### config.mk
export PLATFORM = sky130hd
export DESIGN_NAME = rq_requant
export DESIGN_NICKNAME = d
export VERILOG_FILES = /design/src/rtl/rq_pkg.sv /design/src/rtl/rq_quantize.sv /design/src/rtl/rq_saturate.sv /design/src/rtl/rq_residue.sv /design/src/rtl/rq_requant.sv
export SDC_FILE = /design/constraint.sdc
export NUM_CORES = 1
export LEC_CHECK = 0
export BUFFER_PORTS_ARGS = -buffer_cell sky130_fd_sc_hd__clkbuf_2
export CORE_ASPECT_RATIO = 0.5
export CORE_UTILIZATION = 40
export CTS_CLUSTER_DIAMETER = 120
export DETAILED_ROUTE_END_ITERATION = 8
export PLACE_DENSITY_LB_ADDON = 0.1
export SYNTH_ARGS = -nofsm -noshare
export SYNTH_HDL_FRONTEND = slang
export SYNTH_SLANG_ARGS = --single-unit
### constraint.sdc
create_clock -name clk -period 4.95 [get_ports clk]
set_clock_uncertainty 0.1 [all_clocks]
set_input_delay 0.99 -clock clk [delete_from_list [all_inputs] [get_ports clk]]
set_output_delay 0.99 -clock clk [all_outputs]
set_load 0.02 [all_outputs]
### src/rtl/rq_pkg.sv
package rq_pkg;
  typedef enum logic [1:0] {
    RQ_TRUNC = 2'd0,
    RQ_ROUND = 2'd1,
    RQ_FDBK  = 2'd2,
    RQ_ALT   = 2'd3
  } rq_mode_e;
endpackage

### src/rtl/rq_quantize.sv
module rq_quantize
  import rq_pkg::*;
#(
  parameter int IN_W  = 16,
  parameter int OUT_W = 8
) (
  input  logic [IN_W-1:0]             sample,
  input  logic [1:0]                  mode,
  input  logic [IN_W-OUT_W:0]         residue,
  output logic signed [OUT_W+1:0]     quot,
  output logic [IN_W-OUT_W-1:0]       frac
);
  localparam int DROP_W = IN_W - OUT_W;
  localparam int WIDE_W = IN_W + 2;
  localparam int QW     = OUT_W + 2;
  localparam logic [DROP_W-1:0] HALF = {1'b1, {(DROP_W-1){1'b0}}};

  logic signed [WIDE_W-1:0] sum;
  logic [QW-1:0]            floor_q;
  logic                     bump;

  always_comb begin
    sum = {{2{sample[IN_W-1]}}, sample};
    if (rq_mode_e'(mode) == RQ_FDBK)
      sum = sum + {{(WIDE_W-DROP_W-1){1'b0}}, residue};
    floor_q = sum[WIDE_W-1:DROP_W];
    frac    = sum[DROP_W-1:0];
    bump    = (rq_mode_e'(mode) == RQ_ROUND) &&
              ((frac > HALF) || ((frac == HALF) && floor_q[0]));
    quot    = $signed(floor_q + {{(QW-1){1'b0}}, bump});
  end
endmodule

### src/rtl/rq_saturate.sv
module rq_saturate #(
  parameter int OUT_W = 8
) (
  input  logic signed [OUT_W+1:0] quot,
  output logic [OUT_W-1:0]        data,
  output logic                    sat
);
  localparam int QW = OUT_W + 2;
  localparam logic signed [QW-1:0] MAX_Q = {3'b000, {(OUT_W-1){1'b1}}};
  localparam logic signed [QW-1:0] MIN_Q = {3'b111, {(OUT_W-1){1'b0}}};

  always_comb begin
    if (quot > MAX_Q) begin
      data = {1'b0, {(OUT_W-1){1'b1}}};
      sat  = 1'b1;
    end else if (quot < MIN_Q) begin
      data = {1'b1, {(OUT_W-1){1'b0}}};
      sat  = 1'b1;
    end else begin
      data = quot[OUT_W-1:0];
      sat  = 1'b0;
    end
  end
endmodule

### src/rtl/rq_residue.sv
module rq_residue
  import rq_pkg::*;
#(
  parameter int RES_W = 9
) (
  input  logic             clk,
  input  logic             rst_n,
  input  logic             take,
  input  logic [1:0]       mode,
  input  logic [RES_W-2:0] frac,
  output logic [RES_W-1:0] res_q
);
  logic [RES_W-1:0] res_d;
  logic             res_en;

  always_comb begin
    res_en = 1'b0;
    res_d  = res_q;
    if (rq_mode_e'(mode) != RQ_FDBK) begin
      res_en = 1'b1;
      res_d  = '0;
    end else if (take) begin
      res_en = 1'b1;
      res_d  = {1'b0, frac};
    end
  end

  always_ff @(posedge clk or negedge rst_n) begin
    if (!rst_n)      res_q <= '0;
    else if (res_en) res_q <= res_d;
  end
endmodule

### src/rtl/rq_requant.sv
module rq_requant #(
  parameter int IN_W  = 16,
  parameter int OUT_W = 8
) (
  input  logic             clk,
  input  logic             rst_n,
  input  logic             in_valid,
  input  logic [IN_W-1:0]  in_data,
  input  logic [1:0]       mode,
  output logic             out_valid,
  output logic [OUT_W-1:0] out_data,
  output logic             out_sat
);
  localparam int DROP_W = IN_W - OUT_W;
  localparam int RES_W  = DROP_W + 1;

  logic signed [OUT_W+1:0] quot;
  logic [DROP_W-1:0]       frac;
  logic [RES_W-1:0]        res_q;
  logic [OUT_W-1:0]        sat_data;
  logic                    sat_flag;

  logic             valid_d, sat_d;
  logic [OUT_W-1:0] data_d;

  rq_quantize #(.IN_W(IN_W), .OUT_W(OUT_W)) quant_i (
    .sample(in_data), .mode(mode), .residue(res_q), .quot(quot), .frac(frac)
  );

  rq_saturate #(.OUT_W(OUT_W)) clamp_i (
    .quot(quot), .data(sat_data), .sat(sat_flag)
  );

  rq_residue #(.RES_W(RES_W)) resid_i (
    .clk(clk), .rst_n(rst_n), .take(in_valid), .mode(mode),
    .frac(frac), .res_q(res_q)
  );

  always_comb begin
    valid_d = in_valid;
    data_d  = out_data;
    sat_d   = out_sat;
    if (in_valid) begin
      data_d = sat_data;
      sat_d  = sat_flag;
    end
  end

  always_ff @(posedge clk or negedge rst_n) begin
    if (!rst_n) out_valid <= 1'b0;
    else        out_valid <= valid_d;
  end

  always_ff @(posedge clk or negedge rst_n) begin
    if (!rst_n) begin
      out_data <= '0;
      out_sat  <= 1'b0;
    end else if (in_valid) begin
      out_data <= data_d;
      out_sat  <= sat_d;
    end
  end
endmodule

# Yosys cells after proc, flatten, opt, wreduce, memory -nomap -nowiden
# Index checks and enable logic that the tools add are counted.
dict set report classes {
  n_addsub 2
  magnitude_cmp 3
  eq_ne 4
  mux 9
  n_reduce_logical 5
}
# cell count
set op_table {}
lappend op_table {{2-to-1 mux 18 bit} 1}
lappend op_table {{2-to-1 mux 9 bit} 2}
lappend op_table {{adder 16 x 10 -> 17 bit} 1}
lappend op_table {{2-to-1 mux 8 bit} 2}
lappend op_table {{adder 10 x 1 -> 10 bit} 1}
lappend op_table {{> comparator 10 x 8 -> 1 bit, second input constant} 1}
lappend op_table {{less-than comparator 10 x 8 -> 1 bit, second input constant} 1}
lappend op_table {{equality test 8 bit, second input constant} 1}
lappend op_table {{> comparator 8 bit, second input constant} 1}
lappend op_table {{2-to-1 mux 1 bit} 4}
lappend op_table {{equality test 2 x 1 -> 1 bit, second input constant} 1}
lappend op_table {{equality test 2 bit, second input constant} 1}
lappend op_table {{logical AND 1 bit} 2}
lappend op_table {{!= test 2 bit, second input constant} 1}
lappend op_table {{AND reduction 2 bit} 1}
lappend op_table {{nonzero test 2 bit} 1}
lappend op_table {{logical OR 1 bit} 1}
dict set report totals {
  regBits 19
  elab_cells 27
}

# Logic depth before layout (Yosys ltp)
dict set report depth {
  word_depth 10
  ltp_mapped 17
  depth_no_buf 16
}

# Hierarchy
# A second synthesis with hierarchy kept.
dict set report hier_totals {
  cells_unflattened 218
  area_unflattened_um2 1853.0
}
# mod n_inst cells_each area_per_inst_um2 seq_area_each_um2
set modules_own_cells {}
lappend modules_own_cells {rq_quantize 1 141 928.4 0.0}
lappend modules_own_cells {rq_requant 1 20 396.6 250.2}
lappend modules_own_cells {rq_residue 1 29 344.1 200.2}
lappend modules_own_cells {rq_saturate 1 28 183.9 0.0}

# Worst setup path after synthesis
# Ideal clock, no wire load.
dict set report synth_timing {
  path_kind {input to register}
  from {input in_data[0]}
  to {register out_data[6]}
  setup_time_ns 0.120
  arrival_time_ns 3.785
  slack_ns 0.945
  cell_stages 17
  n_path_buf 1
  path_cell_list {ha_1 fa_1 a211oi_2 o21ai_0 nand3_1 a21oi_1 xor2_1 a21oi_1 nor3_1 ha_1 ha_1 a21boi_1 nor2b_1 o21a_1 and2_4 buf_6 a21oi_2}
}
dict set report synth_via {
  elab_chain_cells 10
  word_cells_on_any_way 12
  classes_between {add/sub (2); order compare (3); eq/ne (1); mux (3); reduce/logical (3)}
}
# element line
set synth_lines {}
lappend synth_lines {{from (decl)} rq_requant.sv:8} ;# input logic [IN_W-1:0] in_data,
lappend synth_lines {{adder 16 x 10 -> 17 bit} rq_quantize.sv:25} ;# sum = sum + {{(WIDE_W-DROP_W-1){1'b0}}, residue};
lappend synth_lines {{2-to-1 mux 18 bit *} rq_quantize.sv:24} ;# if (rq_mode_e'(mode) == RQ_FDBK)
lappend synth_lines {{branches (longest 4 deep; another with > comparator 8 bit)} n/a}
lappend synth_lines {{adder 10 x 1 -> 10 bit *} rq_quantize.sv:30} ;# quot = $signed(floor_q + {{(QW-1){1'b0}}, bump});
lappend synth_lines {{less-than comparator 10 x 8 -> 1 bit} rq_saturate.sv:16} ;# end else if (quot < MIN_Q) begin
lappend synth_lines {{2-to-1 mux 8 bit} rq_saturate.sv:16}
lappend synth_lines {{2-to-1 mux 8 bit *} rq_saturate.sv:13} ;# if (quot > MAX_Q) begin
lappend synth_lines {{to (signal assigned)} rq_requant.sv:59} ;# out_data <= data_d;
lappend synth_lines {{to (decl)} rq_requant.sv:11} ;# output logic [OUT_W-1:0] out_data,
# Every way passes the cells marked *.
# A chain may end at the register's enable or synchronous reset.

# Final worst setup path
dict set report layout_timing {
  from {input in_data[0]}
  to {register out_data[4]}
}
# Same word-level chain as after synthesis.

==> results.md <==
- Flops & latches, synth: 18
- CP arrival: 4.36 ns
- Iteration-0 DRC Markers: between 40 and 50
- Clock period minus worst slack: 4.28 ns
- TritonCTS clock tree: yes
- Peak supply drop: 139 uV
- Lkg Pwr: a little over 0.0008 uW
- Worst Path Required: 5.03 ns
- Antenna-violating nets left: 0
- Dpl cell area: around 0.0018 mm^2
- Pre-CTS WS: 0.448 ns
- Setup TNS: 0 ns
- Number of global-route vias before repair: 1362
- CTS Buf Count: 3
- Hold depth: 1
- Status: completed
- Slew HR: 64.6%
- Mapped Area: approximately 0.0016 mm^2
- Startpoint Class: input port
- Syn Inst Count: 178
- Setup CP Type: in2reg
- Yosys cell types: 43
- Overall power: 385 uW
- Root buf cell: clkbuf_8
- Clock transition at path regs: approximately 0.060 ns
- Ys Warns: 0
- Global route total overflow: 0
- Largest net degree at the start of global routing: 23
- Clk buf depth: 2
- Top cells by area, synth: dfrtp_1 (29%), ha_1 (8.0%), mux2i_1 (5.7%)
- Max frequency: 234 MHz
- Worst skew pair latency: 0.25 ns
- Via count: 1416
- Htree depth: 1
- Setup violations, final: 0
- Nets: between 200 and 250
- Asr flop ratio synth: 100%
- Post-route cell area: 0.00182 mm^2
- Initial antenna violation count: 0
- Number of synthesized flops with an enable pin: 0
- RSZ-0062 raised after global routing: no
- First-pass GRT wire length: around 6100 um
- Seq/Total Area, Yosys: 28.7%
- Fillers: 347
- Most used DFF post-synth: dfrtp_1
- CTS resizes: 0
- DR WL/cell: 13.8 um
- Final cycle utilization of the critical path: 86.5%
- DR pass1 iterations: 4
- IO Port Bufs: 30
- Reg2Reg Depth: 16
- Post-CTS Hold Buffers: 0
- Core Area: 0.00358 mm^2
- Most frequent cells after synthesis: nor2_1 (20), dfrtp_1 (18), nand2_1 (18)
- Final WS setup: 0.669 ns
- Layout cells sized above 1: between 20% and 30%
- Worst reg2reg setup slack: approximately 1.1 ns
- Worst slew pin tran: 0.528 ns
- Synth top area share: 28.7%
- Dominant cell type by area after synthesis: dfrtp_1
- Worst setup EP type: register
- Final hold vios: 0
- TritonCTS Sinks: 18
- Top-count cell post-synth: nor2_1
- ANT cells: 0
- Die height: 46.3 um
- DP Wirelength: 2920 um
- Routed WL: 3600 um
- Site row count: 15
- Vias per cell: between 5 and 6
- Fin. max-slew vios: 0
- GP Congestion: roughly 0.81
- Residual DRC: 0
- Ports: 31
- Total Routing Usage GR: roughly a fifth
- Die area: 0.00420 mm^2
- Worst hold path type: reg2reg
- Area Overhead vs Synth: 15.8%
- Post-Synthesis Net Count: 210
- Top fanout value on the critical path: 8
- Pwr per Cell Area: 212 mW/mm^2
- Die width: 90.6 um
- Max-cap violations: 0
- Post-CTS setup buffer count: 0
- Syn Area/Cell: 8.83 um^2
- Initial Utilization: 43.8%
[cell families (layout without fill, tap and decap cells)]
family          Yosys count  count (layout)  synth area share, %
xor+xnor                 18              18                 10.0
flops                    18              18                 28.7
mux                      10              10                 6.45
simple gates             65              65                 20.5
fa+ha+maj                11              11                 9.24
compound gates           49              49                 23.0
buf+inv                   7              38                 2.15
[final timing paths]
kind                                                      to                         start
worst min register to register       out_data[7]$_DFFE_PN0P_       out_data[7]$_DFFE_PN0P_
worst min-delay path                 out_data[7]$_DFFE_PN0P_       out_data[7]$_DFFE_PN0P_
worst max register to register       out_data[4]$_DFFE_PN0P_  resid_i.res_q[0]$_DFFE_PN0P_
worst max-delay path                 out_data[4]$_DFFE_PN0P_                    in_data[0]
min in group asynchronous                out_sat$_DFFE_PN0P_                         rst_n
max in group asynchronous       resid_i.res_q[6]$_DFFE_PN0P_                         rst_n
[per-layer routing]
metal  global-route usage (%)  up-vias  part of all wire (%)
li1                         -      714                     -
met1                     24.6      663                    50
met2                     32.9       32                    44
met3                     4.13        7                   4.2
met4                     4.84        0                   1.4
met5                        0        -                     0
[worst max-delay path, cell delays in order]
cell	delay, ns
clkbuf_2	0.09
ha_1	0.24
fa_1	0.45
a211oi_2	0.27
o21ai_0	0.17
nand3_1	0.12
a21oi_1	0.08
xor2_1	0.18
a21oi_1	0.14
nor3_1	0.07
ha_1	0.20
ha_1	0.23
a21boi_1	0.18
and3_1	0.21
o21ai_1	0.43
nand2_1	0.15
a21oi_2	0.17
[state kept, by name, indices dropped and copies added, names as in the netlist]
register       flops
out_data           8
out_sat            1
out_valid          1
resid_i.res_q      8
[where the power goes]
group / switching (uW) / internal (uW)
logic: 74.1 / 47.3
clock network: 44.5 / 54.0
registers: 6.37 / 159
[cell usage in the layout (no fill, tap or decap), types with 2 or more instances in the layout]
cell type  instances
nor4_1             2
nor2_1            20
o21ai_0            7
inv_1              3
dfrtp_1           18
o22ai_1            2
mux2i_1            9
xnor2_1           10
o211ai_1           4
a21oi_2            7
clkbuf_8           3
and2_4             2
a211oi_2           3
nor2b_1            3
a21o_1             3
nor3_2             2
xor2_1             8
a21oi_1           11
buf_4              2
nor3_1             3
ha_1              10
nand3_1            5
nand2b_1           2
nand4_1            3
clkbuf_2          30
a31oi_1            2
nand2_1           18
[layout make-up]
cell class | count | area, um^2 | share of cell area [%]
tap | 51 | 63.8 | 3.51
multi-input combinational | 153 | 1090 | 59.8
timing repair buffer | 32 | 165 | 9.08
inverter | 3 | 11.3 | 0.619
sequential | 18 | 450 | 24.8
clock buffer | 3 | 41.3 | 2.27
[metrics by stage]
step           hold WS [ns]  cells  utilization, %
3_3_place_gp          0.391    257            49.6
5_1_grt               0.424    260            50.8
4_1_cts               0.415    260            50.8
2_1_floorplan         0.391    178               -
6_report              0.412    260            50.8
3_5_place_dp          0.400    257            49.6
(Power assumes the default switching activity.)
